### src/rtl/gradnorm_pkg.sv
package gradnorm_pkg;

  // Integer square root, digit by digit, of a 64-bit value.
  function automatic longint unsigned isqrt64(longint unsigned v);
    longint unsigned rem;
    longint unsigned root;
    longint unsigned bitv;
    rem  = v;
    root = 64'd0;
    bitv = 64'h4000_0000_0000_0000;
    for (int k = 0; k < 32; k++) begin
      if (rem >= root + bitv) begin
        rem  = rem - (root + bitv);
        root = (root >> 1) + bitv;
      end else begin
        root = root >> 1;
      end
      bitv = bitv >> 2;
    end
    return root;
  endfunction

  // Reciprocal root of a mantissa bin midpoint, scaled by 2^rw, rounded.
  // Midpoints are expressed in units of 2^-(iw+1).
  function automatic longint unsigned recip_entry(int odd, int idx, int rw, int iw);
    longint unsigned mid;
    longint unsigned num;
    longint unsigned r;
    longint unsigned lim;
    if (odd != 0)
      mid = (64'd1 << (iw + 2)) + 64'd4 * longint'(idx) + 64'd2;
    else
      mid = (64'd1 << (iw + 1)) + 64'd2 * longint'(idx) + 64'd1;
    num = (64'd1 << (2 * rw + iw + 3)) / mid;
    r   = (isqrt64(num) + 64'd1) >> 1;
    lim = (64'd1 << rw) - 64'd1;
    if (r > lim) r = lim;
    return r;
  endfunction

  // Scale constant mapping a length to a fraction of the largest length:
  // round(2^(cs+ow) / sqrt(3*(2^gw-1)^2)).
  function automatic longint unsigned mag_const(int cs, int ow, int gw);
    longint unsigned cmax;
    longint unsigned smax;
    longint unsigned num;
    cmax = (64'd1 << gw) - 64'd1;
    smax = 64'd3 * cmax * cmax;
    num  = (64'd1 << (2 * (cs + ow) + 2)) / smax;
    return (isqrt64(num) + 64'd1) >> 1;
  endfunction

endpackage

### src/rtl/gn_recip_lut.sv
module gn_recip_lut #(
  parameter int IDX_W   = 6,
  parameter int RECIP_W = 12
) (
  input  logic [IDX_W-1:0]   idx,
  input  logic               odd,
  output logic [RECIP_W-1:0] recip
);
  import gradnorm_pkg::*;

  localparam int DEPTH = 1 << IDX_W;

  logic [RECIP_W-1:0] even_tbl [DEPTH];
  logic [RECIP_W-1:0] odd_tbl  [DEPTH];

  for (genvar i = 0; i < DEPTH; i++) begin : g_entry
    localparam logic [RECIP_W-1:0] EV = RECIP_W'(recip_entry(0, i, RECIP_W, IDX_W));
    localparam logic [RECIP_W-1:0] OD = RECIP_W'(recip_entry(1, i, RECIP_W, IDX_W));
    assign even_tbl[i] = EV;
    assign odd_tbl[i]  = OD;
  end

  assign recip = odd ? odd_tbl[idx] : even_tbl[idx];

endmodule

### src/rtl/gn_dir_scale.sv
module gn_dir_scale #(
  parameter int G_W     = 8,
  parameter int RECIP_W = 12,
  parameter int SH_W    = 4,
  parameter int OUT_W   = 16
) (
  input  logic [G_W-1:0]     comp,
  input  logic [RECIP_W-1:0] recip,
  input  logic [SH_W-1:0]    shift,
  output logic [OUT_W-1:0]   dir
);
  localparam int PROD_W = G_W + RECIP_W;
  localparam int WIDE_W = PROD_W + OUT_W + 1;

  logic [PROD_W-1:0] prod;
  logic [7:0]        amt;
  logic [WIDE_W-1:0] widened;
  logic [WIDE_W-1:0] half_lsb;
  logic [WIDE_W-1:0] scaled;

  always_comb begin
    prod     = PROD_W'(comp) * PROD_W'(recip);
    amt      = 8'(RECIP_W) + 8'(shift);
    widened  = WIDE_W'(prod) << OUT_W;
    half_lsb = WIDE_W'(1) << (amt - 8'd1);
    scaled   = (widened + half_lsb) >> amt;
    if (|scaled[WIDE_W-1:OUT_W]) dir = '1;
    else                         dir = scaled[OUT_W-1:0];
  end

endmodule

### src/rtl/gn_mag_scale.sv
module gn_mag_scale #(
  parameter int G_W     = 8,
  parameter int RECIP_W = 12,
  parameter int SH_W    = 4,
  parameter int OUT_W   = 16,
  parameter int CS_W    = 8
) (
  input  logic [G_W-1:0]     gx,
  input  logic [G_W-1:0]     gy,
  input  logic [G_W-1:0]     gz,
  input  logic [RECIP_W-1:0] recip,
  input  logic [SH_W-1:0]    shift,
  output logic [OUT_W-1:0]   mag
);
  import gradnorm_pkg::*;

  localparam int S_W    = 2 * G_W + 2;
  localparam int C_W    = CS_W + OUT_W - G_W + 1;
  localparam int P_W    = S_W + RECIP_W + C_W + 1;
  localparam logic [C_W-1:0] SCALE = C_W'(mag_const(CS_W, OUT_W, G_W));

  logic [S_W-1:0] sum_sq;
  logic [P_W-1:0] prod;
  logic [7:0]     amt;
  logic [P_W-1:0] half_lsb;
  logic [P_W-1:0] scaled;

  always_comb begin
    sum_sq   = S_W'(gx) * S_W'(gx) + S_W'(gy) * S_W'(gy) + S_W'(gz) * S_W'(gz);
    prod     = P_W'(sum_sq) * P_W'(recip) * P_W'(SCALE);
    amt      = 8'(RECIP_W) + 8'(CS_W) + 8'(shift);
    half_lsb = P_W'(1) << (amt - 8'd1);
    scaled   = (prod + half_lsb) >> amt;
    if (|scaled[P_W-1:OUT_W]) mag = '1;
    else                      mag = scaled[OUT_W-1:0];
  end

endmodule

### src/rtl/gradient_normalizer.sv
module gradient_normalizer #(
  parameter int G_W     = 8,
  parameter int IDX_W   = 6,
  parameter int RECIP_W = 12,
  parameter int OUT_W   = 16,
  parameter int CS_W    = 8,
  localparam int S_W    = 2 * G_W + 2,
  localparam int SH_W   = $clog2(S_W / 2 + 1)
) (
  input  logic             clk,
  input  logic             rst_n,
  input  logic             in_valid,
  input  logic [G_W-1:0]   grad_x,
  input  logic [G_W-1:0]   grad_y,
  input  logic [G_W-1:0]   grad_z,
  input  logic [IDX_W-1:0] est_idx,
  input  logic             est_odd,
  input  logic [SH_W-1:0]  half_shift,
  output logic             out_valid,
  output logic [OUT_W-1:0] dir_x,
  output logic [OUT_W-1:0] dir_y,
  output logic [OUT_W-1:0] dir_z,
  output logic [OUT_W-1:0] mag_norm
);
  localparam int AXES = 3;

  logic [RECIP_W-1:0] recip;
  logic [G_W-1:0]     comp   [AXES];
  logic [OUT_W-1:0]   dir_nx [AXES];
  logic [OUT_W-1:0]   mag_nx;

  assign comp[0] = grad_x;
  assign comp[1] = grad_y;
  assign comp[2] = grad_z;

  gn_recip_lut #(.IDX_W(IDX_W), .RECIP_W(RECIP_W)) i_lut (
    .idx   (est_idx),
    .odd   (est_odd),
    .recip (recip)
  );

  for (genvar a = 0; a < AXES; a++) begin : g_lane
    gn_dir_scale #(.G_W(G_W), .RECIP_W(RECIP_W), .SH_W(SH_W), .OUT_W(OUT_W)) i_dir (
      .comp  (comp[a]),
      .recip (recip),
      .shift (half_shift),
      .dir   (dir_nx[a])
    );
  end

  gn_mag_scale #(.G_W(G_W), .RECIP_W(RECIP_W), .SH_W(SH_W), .OUT_W(OUT_W), .CS_W(CS_W)) i_mag (
    .gx    (grad_x),
    .gy    (grad_y),
    .gz    (grad_z),
    .recip (recip),
    .shift (half_shift),
    .mag   (mag_nx)
  );

  always_ff @(posedge clk) begin
    if (!rst_n) begin
      out_valid <= 1'b0;
      dir_x     <= '0;
      dir_y     <= '0;
      dir_z     <= '0;
      mag_norm  <= '0;
    end else begin
      out_valid <= in_valid;
      if (in_valid) begin
        dir_x    <= dir_nx[0];
        dir_y    <= dir_nx[1];
        dir_z    <= dir_nx[2];
        mag_norm <= mag_nx;
      end
    end
  end

endmodule

### config.mk
export PLATFORM = sky130hd
export DESIGN_NAME = gradient_normalizer
export DESIGN_NICKNAME = d
export VERILOG_FILES = /design/src/rtl/gradnorm_pkg.sv /design/src/rtl/gn_recip_lut.sv /design/src/rtl/gn_dir_scale.sv /design/src/rtl/gn_mag_scale.sv /design/src/rtl/gradient_normalizer.sv
export SDC_FILE = /design/constraint.sdc
export NUM_CORES = 2
export LEC_CHECK = 0
export BUFFER_PORTS_ARGS = -buffer_cell sky130_fd_sc_hd__buf_4
export CAP_MARGIN = 40
export CELL_PAD_IN_SITES_DETAIL_PLACEMENT = 1
export CELL_PAD_IN_SITES_GLOBAL_PLACEMENT = 1
export CORE_MARGIN = 4
export CORE_UTILIZATION = 25
export CTS_BUF_LIST = sky130_fd_sc_hd__clkbuf_8
export DETAILED_ROUTE_END_ITERATION = 7
export GPL_TIMING_DRIVEN = 0
export MAX_ROUTING_LAYER = met4
export PLACE_DENSITY = 0.51
export SLEW_MARGIN = 0
export SYNTH_ARGS = -nofsm -noshare
export SYNTH_HDL_FRONTEND = slang
export SYNTH_HIERARCHICAL = 1
export SYNTH_SLANG_ARGS = --single-unit
### constraint.sdc
create_clock -name clk -period 25.2 [get_ports clk]
set_clock_uncertainty 0.15 [all_clocks]
set_input_delay 1.26 -clock clk [delete_from_list [all_inputs] [get_ports clk]]
set_output_delay 1.26 -clock clk [all_outputs]
set_load 0.01 [all_outputs]
==> flow_summary_export.csv <==
group,metric,value,unit
outcome,outcome,"finished, final reports clean",
timing,worst_pin_slew,931,ps
timing,max_freq,47.2,MHz
global_routing,overflow,0,
yosys,synth_cells,5149,
clocking,cts_resized,0,
timing,setup_viol,0,
setup_path,cp_top_family,"adder cells",
layout,drive_gt1_frac,0.0671,
timing,hold_violations,0,
setup_path,cpMostUsedCell,"fa_1",
routing,first_pass_iters,5,
timing,rsz0062_at_grt,"false",
place,port_buffers,97,
layout,fin_nets,6538,
hold_path,hold_depth,2,
hold_path,min_path_type,"flip-flop to flip-flop",
clocking,tritoncts,"yes",
yosys,synth-main-ff-cell,"dfxtp_1",
yosys,async_flop_share,0,
global_routing,grt_max_degree,34,
layout,syn_to_final_growth,10.5,%
floorplan,fp.coreArea,0.172,sq mm
routing,dr_total_vias,37200,
global_routing,antenna_found_initial,8,
routing,drc,0,
timing,tns,0,ps
floorplan,die_w,424,um
yosys,synth-seq-area-share,0.0301,
clocking,cts_setup_buffers,0,
global_routing,grt_pass1_wl,228,mm
routing,postRouteWirelength,142,mm
yosys,yosys_register_bits,65,
clocking,cts_hold_buf,0,
setup_path,r2r_end,"mag_norm[13]$_SDFFE_PN0P_",
routing,avgRoutedWirePerCell,18.5,um
hold_path,min_from,"dir_x[8]$_SDFFE_PN0P_",
yosys,synth_edf_count,0,
clocking,cts-root-buf,"clkbuf_8",
layout,multi_input_area,0.0383,sq mm
clocking,clock_path_buffers,2,
routing,drt_iter0_drc,1705,
setup_path,r2r-start,"mag_norm[13]$_SDFFE_PN0P_",
floorplan,start_util,0.252,
run,maxCapViolCount,0,
setup_path,r2r_slack,24400,ps
setup_path,critical_path_class,"input pin to flip-flop",
setup_path,slowest_stage,"o311ai_0",
timing,slew_headroom,0.379,
yosys,yosys.cell_types.count,116,
clocking,clock_sinks,65,
yosys,yosys_warnings,6,
floorplan,io_pins,103,
layout,n_fill_cell,20600,
routing,viasPerCell,4.86,
setup_path,critPathMaxFanout,12,
setup_path,worstSetupEndpointType,"flip-flop",
timing,worst_slack,4020,ps
place,dp_hpwl,121,mm
floorplan,num_rows,152,
global_routing,track_usage,0.161,
routing,antenna_left,0,
global_routing,grt_pass1_vias,39300,
timing,maxSlewViolCount,0,
yosys,synth_area,0.0433,sq mm
setup_path,required,25370,ps
setup_path,cp_data_arrival_time,21350,ps
setup_path,r2r_cells,2,
floorplan,die-area,0.180,sq mm
place,finalWeightedCongestion,0.860,
clocking,numCtsBuffers,9,
place,pre_cts_slack,3420,ps
setup_path,startpoint_type,"input pin",
yosys,syn_avg_cell_area,8.41,sq um
clocking,htree_levels,3,
floorplan,dieHeight,424,um
layout,seq_area,0.00130,sq mm
clocking,path_clk_slew,90,ps
timing,finalWorstPathRequiredPeriod,21180,ps
clocking,clk_latency,400,ps
hold_path,hold-path-endpoint,"dir_x[8]$_SDFFE_PN0P_",
setup_path,slowest_delay,740,ps
timing,timing.final.crit_share,0.840,
setup_path,crit_buf_inv,13,
-- cells by family (layout without fill, tap and decap cells) --
family	after synthesis	in the layout	share of synthesized area
AOI/OAI and AO/OA	1000	1000	0.167
xor gates and xnor gates	171	171	0.0346
adders and majority gates	1169	1169	0.437
buffers and inverters	986	1135	0.0905
DFF	65	65	0.0301
muxes	187	187	0.0526
other	5	51	0.000434
and+or+nand+nor	1566	1566	0.187
-- cells in the final DEF, fill, tap and decap left out, drive strengths merged, types with 14 or more instances in the layout --
master	netlist	final
or2	15	15
a211oi	70	70
nor4	22	22
and3	43	43
inv	767	768
a31oi	33	33
a21oi	236	236
a21o	78	78
o21a	51	51
and2	373	373
o311ai	18	18
nand3	89	89
xnor2	126	126
ha	593	593
dfxtp	65	65
a221oi	19	19
or3	35	35
nand4	47	47
mux4	31	31
mux2i	143	143
o22ai	14	14
buf	67	200
o221ai	31	31
nor2	230	230
xor2	45	45
clkbuf	145	155
o211ai	54	54
fa	575	575
o31ai	18	18
nand2	461	461
nor2b	105	105
a211o	25	25
nor3	76	76
o21ai	158	158
a311oi	19	19
nand2b	29	29
o21bai	23	23
conb	5	44
-- routing by layer --
layer	share of wire	GRT usage	routed length (um)
met1	0.50	0.230	71400
met2	0.46	0.254	64600
met3	0.026	0.00912	3660
met4	0.015	0.0267	2090
met5	0	-	0
-- registers in the layout, indices dropped and copies added (netlist names) --
name and flops:
dir_z 16, dir_y 16, mag_norm 16, dir_x 16
out_valid 1
-- final cells by class --
cell class | count | area share
antenna | 7 | 0.000366
buffer | 212 | 0.0212
clock buffer | 10 | 0.00288
clock inverter | 6 | 0.00222
inverter | 774 | 0.0607
multi-input combinational | 4137 | 0.801
sequential | 65 | 0.0272
tap | 2310 | 0.0604
timing repair buffer | 133 | 0.0245
-- Yosys cell counts, drive strengths merged (12+ instances only) --
library cell | instances | share of area
dfxtp | 65 | 0.030
nor2b | 105 | 0.015
o221ai | 31 | 0.0068
a21oi | 236 | 0.028
nand4 | 47 | 0.0071
nor3 | 76 | 0.0094
a211oi | 70 | 0.014
mux4 | 31 | 0.016
or3 | 35 | 0.0053
buf | 67 | 0.011
and3 | 43 | 0.0062
o21ai | 158 | 0.018
o311ai | 18 | 0.0054
a21o | 78 | 0.014
fa | 575 | 0.27
mux2i | 143 | 0.033
nor4 | 22 | 0.0040
nor2 | 230 | 0.020
nand3 | 89 | 0.010
o22ai | 14 | 0.0020
inv | 767 | 0.066
a31oi | 33 | 0.0049
ha | 593 | 0.17
o31ai | 18 | 0.0037
a21boi | 13 | 0.0023
o21a | 51 | 0.0094
a31o | 12 | 0.0024
nand2 | 461 | 0.040
mux2 | 13 | 0.0034
a221oi | 19 | 0.0056
o21bai | 23 | 0.0040
a311oi | 19 | 0.0043
or2 | 15 | 0.0022
clkbuf | 145 | 0.013
a211o | 25 | 0.0051
o211ai | 54 | 0.0095
and2 | 373 | 0.054
xor2 | 45 | 0.0091
xnor2 | 126 | 0.025
nand2b | 29 | 0.0042
-- stage by stage --
stage / std cells / cell area [sq um] / hold slack, ps / util
after floorplan: 5188 / 43400 / 388 / -
after global placement: 7595 / 47100 / 348 / 0.274
after detailed placement: 7631 / 47600 / 357 / 0.277
after CTS: 7647 / 47800 / 374 / 0.278
after global routing: 7651 / 47800 / 398 / 0.278
final: 7654 / 47900 / 371 / 0.278
-- tightest hold or removal path, delay by kind of cell (launching register included) --
kind	cells	cell delay (ps)
multiplexers	1	60
flip-flops	1	330
AND/OR/NAND/NOR	1	90
-- worst max path at each step --
stage,slack [ps],endpoint,from,cells after the start
2_1_floorplan,6700,mag_norm[0]$_SDFFE_PN0P_,grad_x[2],70
3_3_place_gp,2560,mag_norm[11]$_SDFFE_PN0P_,est_idx[1],63
3_5_place_dp,3420,mag_norm[11]$_SDFFE_PN0P_,grad_x[3],72
4_1_cts,3860,mag_norm[11]$_SDFFE_PN0P_,grad_x[3],72
5_1_grt,2620,mag_norm[6]$_SDFFE_PN0P_,grad_x[3],72
6_report,4020,mag_norm[11]$_SDFFE_PN0P_,grad_x[3],72
Power is left out: the tool's default activity adds up to more than one toggle a clock period on the data nets, which glitch-free logic cannot reach.
